**src/rtl/ref_sel_pkg.sv**
```systemverilog
package ref_sel_pkg;

  typedef enum logic [1:0] {
    OP_FREERUN  = 2'd0,
    OP_HOLDOVER = 2'd1,
    OP_LOCKED   = 2'd2
  } op_state_e;

  typedef enum logic [1:0] {
    SM_AUTO      = 2'd0,
    SM_MANUAL    = 2'd1,
    SM_HARDWIRED = 2'd2,
    SM_AUTO_ALT  = 2'd3
  } sel_mode_e;

endpackage

```
**src/rtl/ref_sel_sync.sv**
```systemverilog
module ref_sel_sync #(
  parameter int STAGES = 2
) (
  input  logic clk,
  input  logic rst_n,
  input  logic d,
  output logic q
);

  logic [STAGES-1:0] chain_q;

  always_ff @(posedge clk or negedge rst_n) begin
    if (!rst_n) begin
      chain_q <= '0;
    end else begin
      chain_q <= {chain_q[STAGES-2:0], d};
    end
  end

  assign q = chain_q[STAGES-1];

endmodule

```
**src/rtl/ref_sel_best.sv**
```systemverilog
module ref_sel_best #(
  parameter int N  = 5,
  parameter int PW = 4,
  parameter int IW = 3
) (
  input  logic [N-1:0]    ref_qual,
  input  logic [N*PW-1:0] ref_prio,
  output logic            best_any,
  output logic [IW-1:0]   best_idx,
  output logic [PW-1:0]   best_prio
);

  logic [N-1:0] elig;

  genvar g;
  generate
    for (g = 0; g < N; g++) begin : g_elig
      assign elig[g] = ref_qual[g] && (ref_prio[g*PW +: PW] != '0);
    end
  endgenerate

  // Ascending scan with a strict compare: equal priorities keep the lower index.
  always_comb begin
    best_idx  = '0;
    best_prio = '0;
    for (int i = 0; i < N; i++) begin
      if (elig[i] && (ref_prio[i*PW +: PW] > best_prio)) begin
        best_idx  = IW'(i);
        best_prio = ref_prio[i*PW +: PW];
      end
    end
  end

  assign best_any = |elig;

endmodule

```
**src/rtl/ref_sel_elector.sv**
```systemverilog
module ref_sel_elector
  import ref_sel_pkg::*;
#(
  parameter int N  = 5,
  parameter int PW = 4,
  parameter int IW = 3
) (
  input  logic            clk,
  input  logic            rst_n,
  input  logic [N-1:0]    ref_qual,
  input  logic [N*PW-1:0] ref_prio,
  input  logic            revert_en,
  input  logic            hold_ok,
  input  logic            best_any,
  input  logic [IW-1:0]   best_idx,
  input  logic [PW-1:0]   best_prio,
  output op_state_e       nxt_state,
  output logic [IW-1:0]   nxt_idx
);

  op_state_e       st_q;
  logic [IW-1:0]   idx_q;
  logic            cur_qual;
  logic [PW-1:0]   cur_prio;
  logic            cur_ok;
  logic            upd_en;

  always_comb begin
    cur_qual = 1'b0;
    cur_prio = '0;
    for (int i = 0; i < N; i++) begin
      if (idx_q == IW'(i)) begin
        cur_qual = ref_qual[i];
        cur_prio = ref_prio[i*PW +: PW];
      end
    end
  end

  assign cur_ok = (st_q == OP_LOCKED) && cur_qual && (cur_prio != '0);

  always_comb begin
    nxt_state = st_q;
    nxt_idx   = idx_q;
    if (cur_ok) begin
      if (revert_en && best_any && (best_prio > cur_prio)) begin
        nxt_state = OP_LOCKED;
        nxt_idx   = best_idx;
      end
    end else if (best_any) begin
      nxt_state = OP_LOCKED;
      nxt_idx   = best_idx;
    end else if (hold_ok) begin
      nxt_state = OP_HOLDOVER;
      nxt_idx   = '0;
    end else begin
      nxt_state = OP_FREERUN;
      nxt_idx   = '0;
    end
  end

  assign upd_en = (nxt_state != st_q) || (nxt_idx != idx_q);

  always_ff @(posedge clk or negedge rst_n) begin
    if (!rst_n) begin
      st_q  <= OP_FREERUN;
      idx_q <= '0;
    end else if (upd_en) begin
      st_q  <= nxt_state;
      idx_q <= nxt_idx;
    end
  end

endmodule

```
**src/rtl/ref_selector.sv**
```systemverilog
module ref_selector
  import ref_sel_pkg::*;
#(
  parameter int N_REFS      = 5,
  parameter int PRIO_W      = 4,
  parameter int SYNC_STAGES = 2
) (
  input  logic                       clk,
  input  logic                       rst_n,
  input  logic [N_REFS-1:0]          ref_qual,
  input  logic [N_REFS*PRIO_W-1:0]   ref_prio,
  input  logic                       revert_en,
  input  logic [1:0]                 sel_mode,
  input  logic [$clog2(N_REFS+2)-1:0] man_code,
  input  logic [$clog2(N_REFS)-1:0]  hw_pick_a,
  input  logic [$clog2(N_REFS)-1:0]  hw_pick_b,
  input  logic                       hw_switch,
  input  logic                       hold_ok,
  output logic [$clog2(N_REFS)-1:0]  sel_idx,
  output logic [1:0]                 op_state,
  output logic                       sel_change
);

  localparam int IDX_W  = $clog2(N_REFS);
  localparam int CODE_W = $clog2(N_REFS + 2);

  logic             rst_ok;
  logic             sw_s;
  logic             best_any;
  logic [IDX_W-1:0] best_idx;
  logic [PRIO_W-1:0] best_prio;
  op_state_e        el_state;
  logic [IDX_W-1:0] el_idx;
  logic [IDX_W-1:0] hw_pick;

  op_state_e        out_st_d, out_st_q;
  logic [IDX_W-1:0] out_idx_d, out_idx_q;
  logic             chg_d, chg_q;

  ref_sel_sync #(.STAGES(2)) u_rst_sync (
    .clk   (clk),
    .rst_n (rst_n),
    .d     (1'b1),
    .q     (rst_ok)
  );

  ref_sel_sync #(.STAGES(SYNC_STAGES)) u_pin_sync (
    .clk   (clk),
    .rst_n (rst_ok),
    .d     (hw_switch),
    .q     (sw_s)
  );

  ref_sel_best #(.N(N_REFS), .PW(PRIO_W), .IW(IDX_W)) u_best (
    .ref_qual  (ref_qual),
    .ref_prio  (ref_prio),
    .best_any  (best_any),
    .best_idx  (best_idx),
    .best_prio (best_prio)
  );

  ref_sel_elector #(.N(N_REFS), .PW(PRIO_W), .IW(IDX_W)) u_elector (
    .clk       (clk),
    .rst_n     (rst_ok),
    .ref_qual  (ref_qual),
    .ref_prio  (ref_prio),
    .revert_en (revert_en),
    .hold_ok   (hold_ok),
    .best_any  (best_any),
    .best_idx  (best_idx),
    .best_prio (best_prio),
    .nxt_state (el_state),
    .nxt_idx   (el_idx)
  );

  assign hw_pick = sw_s ? hw_pick_b : hw_pick_a;

  always_comb begin
    out_st_d  = OP_FREERUN;
    out_idx_d = '0;
    unique case (sel_mode_e'(sel_mode))
      SM_MANUAL: begin
        if (man_code < CODE_W'(N_REFS)) begin
          out_st_d  = OP_LOCKED;
          out_idx_d = man_code[IDX_W-1:0];
        end else if (man_code == CODE_W'(N_REFS)) begin
          out_st_d  = OP_HOLDOVER;
        end
      end
      SM_HARDWIRED: begin
        if ({1'b0, hw_pick} < (IDX_W+1)'(N_REFS)) begin
          out_st_d  = OP_LOCKED;
          out_idx_d = hw_pick;
        end
      end
      default: begin
        out_st_d  = el_state;
        out_idx_d = el_idx;
      end
    endcase
  end

  assign chg_d = (out_st_d != out_st_q) || (out_idx_d != out_idx_q);

  always_ff @(posedge clk or negedge rst_ok) begin
    if (!rst_ok) begin
      out_st_q  <= OP_FREERUN;
      out_idx_q <= '0;
    end else if (chg_d) begin
      out_st_q  <= out_st_d;
      out_idx_q <= out_idx_d;
    end
  end

  always_ff @(posedge clk or negedge rst_ok) begin
    if (!rst_ok) begin
      chg_q <= 1'b0;
    end else begin
      chg_q <= chg_d;
    end
  end

  assign sel_idx    = out_idx_q;
  assign op_state   = out_st_q;
  assign sel_change = chg_q;

endmodule

```
**config.mk**
```make
export PLATFORM = sky130hd
export DESIGN_NAME = ref_selector
export DESIGN_NICKNAME = d
export VERILOG_FILES = /design/src/rtl/ref_sel_pkg.sv /design/src/rtl/ref_sel_sync.sv /design/src/rtl/ref_sel_best.sv /design/src/rtl/ref_sel_elector.sv /design/src/rtl/ref_selector.sv
export SDC_FILE = /design/constraint.sdc
export NUM_CORES = 1
export LEC_CHECK = 0
export ABC_AREA = 0
export CAP_MARGIN = 10
export CORE_ASPECT_RATIO = 0.9
export CORE_MARGIN = 10
export CORE_UTILIZATION = 39
export CTS_CLUSTER_DIAMETER = 150
export DETAILED_ROUTE_END_ITERATION = 8
export HOLD_SLACK_MARGIN = 0.06
export PLACE_DENSITY = 0.66
export RECOVER_POWER = 100
export SLEW_MARGIN = 20
export SYNTH_ARGS = -nofsm -noshare
export SYNTH_HDL_FRONTEND = slang
export SYNTH_HIERARCHICAL = 1
export SYNTH_SLANG_ARGS = --single-unit
```
**constraint.sdc**
```tcl
create_clock -name clk -period 0.8 [get_ports clk]
set_input_delay 0.08 -clock clk [delete_from_list [all_inputs] [get_ports clk]]
set_output_delay 0.08 -clock clk [all_outputs]
set_load 0.1 [all_outputs]
```
==> results.ini, run 1 <==
[critical_path]
required_ps = 930
worst-setup-path-type = in2reg
end_kind = flop
cp-start-kind = input port
slowest_stage = o31a_1
cpPeakStageDelay_ps = 340
path_max_fanout = 8
critical_path.most_common_cell = ha_4
worstPathArrival_ps = 7340

[global_route]
grt_max_degree = 12
overflow = 0
gr-usage-all-layers_pct = 19.7
grt_first_pass_wirelength_mm = 14.8
antenna_found_initial = 0
grt_pass1_vias = 3037

[place]
placed_area_um2 = 3730
portBuffers = 46
dp.cells = 469
gp_congestion = 0.921
hpwl_mm = 6.62

[synth]
syn_area_um2 = 2150
synth_area_leader_cell = dfrtp_1
syn-num-nets = 315
async_flop_share_pct = 100
yosysMostFrequentCell = nand2_1
ys_seq_area_share_pct = 17.4
avgSynthCellArea_um2 = 8.52
ys_top_cells_by_count = 24 x nand2_1, 21 x ha_1, 18 x inv_1
yosys.cell_types.count = 69
synth_cells = 253
synth_flop_cell = dfrtp_1
synth_top_area_share_pct = 17.4
ys_top_cells_by_area = dfrtp_1 17%, ha_1 12%, mux2i_1 4.6%
synth_edf_count = 0
synth_seq_cells = 15
yosysWarnings = 6

[min_path]
hp-class = reg2async

[routing]
vias = 3033
routed_via_density = 5.95
drc = 0
route.detailed.wl_per_inst_um = 20.9
drt_iter0_markers = 251
drt_pre_antenna_iters = 8
routed_wl_mm = 10.6
ant_nets = 0

[outcome]
outcome = complete, but fails checks
violations = setup timing

[final_layout]
nNetsFinal = 506
final_cells = 510
drive_above_1_share_pct = 57.1
diodes = 0
final_area_um2 = 4400
syn2layout_area_growth_pct = 104
n_fill_cell = 302
final_core_util_pct = 82.8

[floorplanning]
dieArea_um2 = 8900
initial_utilization_pct = 40.5
rows = 25
die_w_um = 98.3
ios = 47
core_area_um2 = 5320
chipHeight_um = 90.5

[timing]
finalSetupViolations = 17
worst_pin_slew_ps = 693
fin_crit_sh_pct = 901
rsz0062_at_grt = true
hold_viol_final = 0
finalWorstSetupSlack_ps = -6410
max_slew_margin_pct = 53.2
max_freq_ghz = 0.139
slew_viol_final = 0
fin_crit_ps = 7210
finalClockSkew_ps = 1.78

[power]
power_mw = 11.3
power_leakage_nw = 1.98
ir_worst_vdd_mv = 2.17
power_density_nw_per_um2 = 2560

[clocking]
cts.clk_slew.worst_paths_ps = 60
cts-htree-levels = 1
numCtsBuffers = 3
clkLatencyLatePin_ps = 250
clkSinkCount = 15
clockRootBuffer = clkbuf_8
cts_tree = yes
clockBufferDepth = 2

[job]
maxCapViolCount = 0

-- logic make-up after synthesis --
kind of cell | share of synthesized area [%]
and+or+nand+nor | 21.8
AOI/OAI and AO/OA | 30.1
muxes | 9.18
xor gates and xnor gates | 2.79
adders and majority gates | 12.2
DFF | 17.4
other | 0.174
buffers and inverters | 6.33
-- timing repair --
item                       CTS  global route
hold buffers                 2             0
setup buffers               30             6
resized for setup           82            26
pin swaps                   51            23
gates cloned                 0             0
setup endpoints to repair   17            17
hold endpoints to repair     4             0
-- cells in the final DEF (no fill, tap or decap), types with 4 or more instances in the layout --
cell,instances
buf_4,133
clkdlybuf4s50_1,27
nand2_1,19
inv_1,16
a21oi_1,11
ha_4,11
nor2_1,10
buf_6,10
ha_1,9
dfrtp_1,9
mux2i_1,8
buf_2,7
buf_12,7
o21ai_2,6
nand3b_1,6
dfrtp_2,6
a31oi_1,5
nand2_2,5
o22ai_2,5
nand4_1,4
dlygate4sd3_1,4
a21oi_4,4
nand3_1,4
-- metal layers --
layer	up-vias	global-route usage, %	share of wire [%]
met5	-	0	0
met4	0	5.73	3.8
met3	48	3.52	7.8
li1	1359	-	-
met2	186	34.6	50
met1	1440	23.6	39
-- worst max-delay path, delay by kind of cell --
kind | cells | cell delay, ps
compound gates | 18 | 3380
simple gates | 10 | 1380
fa+ha+maj | 5 | 1260
mux | 2 | 510
buf+inv | 4 | 510
xor+xnor | 1 | 190
-- metrics by stage --
step           hold WS (ps)  setup TNS (ps)  setup slack, ps
2_1_floorplan          -216          -41880            -6110
3_3_place_gp           31.6          -48590            -6710
3_5_place_dp           37.8          -50550            -7000
4_1_cts                 197          -44570            -6140
5_1_grt                 300          -49720            -6680
6_report                241          -47710            -6410
-- power by group --
group / switching [mW] / internal (mW)
registers: 0.264 / 0.939
clock network: 0.270 / 0.354
logic: 4.55 / 4.88
total: 5.08 / 6.18
-- sequential cells by signal, summed over array words and instances (netlist names) --
name,count
u_elector/st_q,2
sel_idx,3
u_elector/idx_q,3
sel_change,1
op_state,2
u_pin_sync/chain_q,2
u_rst_sync/chain_q,2
-- cell type report --
cell class              instances  area (um^2)  area share [%]
inverters                      19          100            2.27
well taps                      67         83.8            1.90
repair buffers                193         1640            37.2
multi-input cells             212         2150            48.9
clock buffers                   4         45.0            1.02
flip-flops and latches         15          383            8.70
-- worst paths after layout --
path / startpoint / endpoint / slack [ps] / cells past startpoint
min in group clk: u_pin_sync/chain_q[0] / u_pin_sync/chain_q[1] / 350 / 0
min reg2reg: u_rst_sync/chain_q[1] / u_elector/st_q[1] / 240 / 1
min: u_rst_sync/chain_q[1] / u_elector/st_q[1] / 240 / 1
max: ref_prio[1] / sel_change / -6410 / 40
max in group asynchronous: u_rst_sync/chain_q[1] / u_pin_sync/chain_q[1] / 70 / 1
max reg2reg: u_elector/idx_q[1] / sel_change / -2700 / 15
Note: power is estimated with default switching activity, not from simulation.
==> inputs of run 2 (changes only) <==
- CTS_BUF_LIST: unset -> sky130_fd_sc_hd__clkbuf_4 sky130_fd_sc_hd__clkbuf_8
==> run 2 against run 1 <==
Against the previous run:
- the run still ends with setup timing left
- register-to-register slack lost 80 ps
- wire length grew 0.38%
- sequential share of layout area shrank 0.081 points
- worst setup slack lost 190 ps
- combinational power shrank 2%
- critical endpoint unchanged
- largest power group unchanged
==> results.ini, run 2 (synthesized netlist as in run 1, its figures left out) <==
[place]
dp_worst_setup_slack_ps = -7000  ; unchanged
gp_congestion = 0.921  ; unchanged
hpwl_mm = 6.62  ; unchanged
portBuffers = 46  ; unchanged

[critical_path]
worst-setup-path-type = in2reg
rr_startpoint = u_elector/idx_q[1]
critPathBufInv = 7  ; +3
r2r-end = sel_change
critical_path.top_delay_family = compound AO/OA/AOI/OAI gates
worstPathArrival_ps = 7530  ; +190 ps
critical_path.most_common_cell = ha_4
cp-start-kind = input port
worst-r2r-cell-count = 14  ; -1
rrSetupSlack_ps = -2780  ; -80 ps
cpPeakStageDelay_ps = 370  ; +30 ps
slowest_stage = o31a_1
required_ps = 930  ; about the same
end_kind = flop
path_max_fanout = 7  ; -1

[routing]
ant_nets = 0  ; unchanged
routed_wl_mm = 10.7  ; +0.38%
drt_pre_antenna_iters = 5  ; -3
routed_via_density = 5.95  ; about the same
drc = 0  ; unchanged
route.detailed.wl_per_inst_um = 20.8  ; -0.21%
vias = 3051  ; +0.59%
drt_iter0_markers = 306  ; +22%

[power]
power_mw = 11.1  ; -1.3%
power_leakage_nw = 2.00  ; +1.1%
power_density_nw_per_um2 = 2500  ; -2.2%
ir_worst_vdd_mv = 2.13  ; -1.7%

[floorplanning]
ios = 47  ; unchanged
dieArea_um2 = 8900  ; unchanged
core_area_um2 = 5320  ; unchanged
chipHeight_um = 90.5  ; unchanged
die_w_um = 98.3  ; unchanged
initial_utilization_pct = 40.5  ; unchanged
rows = 25  ; unchanged

[global_route]
overflow = 0  ; unchanged
antenna_found_initial = 0  ; unchanged
grt_first_pass_wirelength_mm = 15.2  ; +2.2%
grt_max_degree = 12  ; unchanged
grt_pass1_vias = 3113  ; +2.5%
gr-usage-all-layers_pct = 20.2  ; +0.49 points

[timing]
slew_viol_final = 0  ; unchanged
finalWorstSetupSlack_ps = -6600  ; -194 ps
holdWs_ps = 239  ; -2.01 ps
worst_pin_slew_ps = 915  ; +222 ps
hold_viol_final = 0  ; unchanged
finalSetupViolations = 17  ; unchanged
fin_crit_ps = 7400  ; +194 ps
finalClockSkew_ps = 2.05  ; +0.274 ps
max_freq_ghz = 0.135  ; -2.6%
rsz0062_at_grt = true
max_slew_margin_pct = 38.2  ; -15 points
fin_setup_tns_ps = -48900  ; -1190 ps
fin_crit_sh_pct = 925  ; +24 points

[final_layout]
drive_above_1_share_pct = 57.0  ; -0.16 points
syn2layout_area_growth_pct = 106
nNetsFinal = 509  ; +0.59%
final_cell_mix = 136 x buf_4, 27 x clkdlybuf4s50_1, 17 x nand2_1
final_common_cell = buf_4
diodes = 0  ; unchanged

[clocking]
numCtsBuffers = 3  ; unchanged
clkLatencyLatePin_ps = 250  ; about the same
cts_tree = yes
cts-htree-levels = 1  ; unchanged
clockRootBuffer = clkbuf_8
clockBufferDepth = 2  ; unchanged
cts.clk_slew.worst_paths_ps = 60  ; about the same
clkSinkCount = 15  ; unchanged

[job]
maxCapViolCount = 0  ; unchanged

[outcome]
violations = setup timing
outcome = complete, but fails checks

[min_path]
hp-class = reg2async

## run 2: cell types whose count changed in the layout (fill, tap and decap cells not counted), sizes merged
cell,change
buf,+3
## run 2: cell type report
| type | instances | area, um^2 |
|---|---|---|
| Fill cell | 279 | 873 |
| Clock buffer | 4 | 48.8 |
| Sequential cell | 15 | 383 |
| Inverter | 19 | 100 |
| Tap cell | 67 | 83.8 |
| Multi-Input combinational cell | 212 | 2160 |
| Timing Repair Buffer | 196 | 1670 |
## run 2: worst max-delay path by stage
stage,end,cells past startpoint,startpoint,slack [ps]
after floorplan,sel_change,41,ref_prio[2],-6110
after global placement,sel_change,41,ref_qual[0],-6710
after detailed placement,sel_change,41,ref_qual[0],-7000
after CTS,sel_change,42,ref_qual[0],-6150
after global routing,sel_change,43,ref_qual[0],-6840
final,sel_change,42,ref_qual[0],-6600
## run 2: timing repair
item	in CTS	in global routing
resized for setup	84	28
hold endpoints to repair	4	0
buffers inserted	31	10
setup endpoints to repair	17	17
pin swaps	51	39
hold buffers	2	0
## run 2: through the flow
step | instance area (um^2) | utilization, % | cells
2_1_floorplan | 2340 | - | 253
3_3_place_gp | 3730 | 70.1 | 469
3_5_place_dp | 3730 | 70.1 | 469
4_1_cts | 4230 | 79.6 | 503
5_1_grt | 4440 | 83.6 | 513
6_report | 4440 | 83.6 | 513
## run 2: power by group
part | internal (mW) | switching, mW | total (mW)
clock network | 0.388 | 0.272 | 0.660
registers | 0.939 | 0.269 | 1.21
logic | 4.82 | 4.43 | 9.25
## run 2: routing by layer
metal  vias to the layer above  part of all wire (%)  track usage, %
met2                       163                    50            35.3
li1                       1365                     -               -
met3                        42                   7.2            4.21
met1                      1481                    39            23.5
met5                         -                     0               0
met4                         0                   4.0            7.16
==> inputs of run 3 (changes only) <==
- CORE_ASPECT_RATIO: 0.9 -> unset
- HOLD_SLACK_MARGIN: 0.06 -> 0.03
==> run 3 against run 2 <==
Against the previous run:
- the flow still finishes with violations (setup timing)
- sequential share of layout area fell by 0.23 points
- cell count increased by 0.39%
- critical path depth up 1
- critical endpoint unchanged
- largest cell class unchanged
- largest power group unchanged
- highest routed layer unchanged
==> results.ini, run 3 (synthesized netlist as in run 1, its figures left out) <==
[outcome]
outcome = complete, but fails checks
violations = setup timing

[critical_path]
end_kind = flop
cpPeakStageDelay_ps = 350  ; -20 ps
required_ps = 930  ; about the same
path_max_fanout = 7  ; unchanged
slowest_stage = o31a_1
worstPathArrival_ps = 7360  ; -170 ps
cp-start-kind = input port
worst-setup-path-type = in2reg

[floorplanning]
die_w_um = 94.3  ; -4.1%
rows = 27  ; +8.0%
ios = 47  ; unchanged
core_area_um2 = 5440  ; +2.3%
dieArea_um2 = 8900  ; about the same
chipHeight_um = 94.3  ; +4.2%
initial_utilization_pct = 39.6  ; -0.90 points

[final_layout]
diodes = 0  ; unchanged
final_cells = 515  ; +0.39%
final_common_cell = buf_4
final_cell_mix = 123 x buf_4, 28 x clkdlybuf4s50_1, 22 x buf_6
nNetsFinal = 506  ; -0.59%
syn2layout_area_growth_pct = 112
drive_above_1_share_pct = 60.9  ; +4.0 points

[place]
portBuffers = 46  ; unchanged
hpwl_mm = 6.34  ; -4.2%
dp_worst_setup_slack_ps = -6880  ; +126 ps
gp_congestion = 0.885  ; -3.8%
dp.cells = 467  ; -0.43%

[routing]
route.detailed.wl_per_inst_um = 20.4  ; -2.3%
routed_via_density = 5.69  ; -4.4%
ant_nets = 0  ; unchanged
routed_wl_mm = 10.5  ; -1.9%
drt_iter0_markers = 167  ; -45%
drt_pre_antenna_iters = 4  ; -1
vias = 2929  ; -4.0%
drc = 0  ; unchanged

[clocking]
clkLatencyLatePin_ps = 250  ; about the same
clockBufferDepth = 2  ; unchanged
cts_tree = yes
numCtsBuffers = 3  ; unchanged
cts-htree-levels = 1  ; unchanged
cts.clk_slew.worst_paths_ps = 60  ; about the same
clkSinkCount = 15  ; unchanged
clockRootBuffer = clkbuf_8

[timing]
hold_viol_final = 0  ; unchanged
finalClockSkew_ps = 0.741  ; -1.31 ps
slew_viol_final = 0  ; unchanged
fin_crit_sh_pct = 903  ; -22 points
rsz0062_at_grt = true
finalWorstSetupSlack_ps = -6430  ; +176 ps
fin_crit_ps = 7230  ; -176 ps
finalSetupViolations = 17  ; unchanged
max_slew_margin_pct = 56.1  ; +18 points
max_freq_ghz = 0.138  ; +2.4%
worst_pin_slew_ps = 659  ; -256 ps

[global_route]
grt_pass1_vias = 2944  ; -5.4%
grt_first_pass_wirelength_mm = 13.9  ; -8.1%
gr-usage-all-layers_pct = 19.0  ; -1.2 points
antenna_found_initial = 0  ; unchanged
overflow = 0  ; unchanged
grt_max_degree = 14  ; +2

[power]
power_density_nw_per_um2 = 2730  ; +9.0%
ir_worst_vdd_mv = 2.34  ; +9.7%
power_leakage_nw = 2.00  ; about the same

[job]
maxCapViolCount = 0  ; unchanged

[min_path]
hp-class = reg2async

run 3: cell types whose count changed in the layout (fill, tap and decap cells not counted), sizes merged:
| cell | change |
|---|---|
| clkinvlp | +1 |
| clkbuf | -2 |
| dlygate4sd2 | -1 |
| buf | -2 |
| dlygate4sd3 | -1 |
| clkdlybuf4s15 | +1 |
| clkdlybuf4s50 | +1 |
run 3: worst paths after layout:
check                                      startpoint                     to  slack (ps)  cells after the start
worst max-delay path                      ref_qual[0]             sel_change       -6430                     43
min in group clk                u_rst_sync/chain_q[0]  u_rst_sync/chain_q[1]         350                      0
worst min-delay path            u_rst_sync/chain_q[1]     u_elector/idx_q[2]         230                      1
worst max register to register     u_elector/idx_q[1]             sel_change       -2840                     15
worst min register to register  u_rst_sync/chain_q[1]     u_elector/idx_q[2]         230                      1
max in group asynchronous                       rst_n  u_rst_sync/chain_q[1]          80                      2
run 3: layout make-up:
class,count,area (um^2)
clock buffer,3,41.3
clock inverter,1,7.51
fill,284,875
inverter,19,100
multi-input combinational,212,2250
sequential,15,383
tap,72,90.1
timing repair buffer,193,1690
run 3: worst max-delay path, delay by kind of cell:
family / cells / cell delay [ps]
xor+xnor: 1 / 180
fa+ha+maj: 5 / 1210
compound gates: 16 / 3220
mux: 2 / 320
simple gates: 11 / 1420
buf+inv: 8 / 910
run 3: report_power, final:
group	switching [mW]	internal, mW
Sequential	0.276	0.938
Clock	0.280	0.350
Combinational	4.91	5.69
run 3: timing repair:
item | 4_1_cts | 5_1_grt
setup endpoints to repair | 17 | 17
pin swaps | 53 | 35
resized for setup | 87 | 54
setup buffers | 38 | 18
hold endpoints to repair | 2 | 0
hold buffers | 1 | 0
run 3: metal layers:
layer / share of wire (%) / track usage [%] / wire (um) / vias to the layer above
met5: 0 / 0 / 0 / -
li1: - / - / - / 1350
met1: 38 / 21.9 / 3970 / 1408
met2: 52 / 35.6 / 5500 / 130
met4: 4.3 / 5.95 / 448 / 0
met3: 5.4 / 1.84 / 567 / 41
run 3: stage by stage:
step                      power, mW  TNS [ps]  instance area (um^2)  hold slack, ps  util, %
after floorplan                5.12    -41880                  2340            -216        -
after global placement         7.57    -47990                  3680             164     67.7
after detailed placement       7.68    -49200                  3680             168     67.7
after CTS                      9.65    -44410                  4170             174     76.7
after global routing           13.0    -51540                  4560             256     83.9
final                          12.4    -49030                  4560             225     83.9
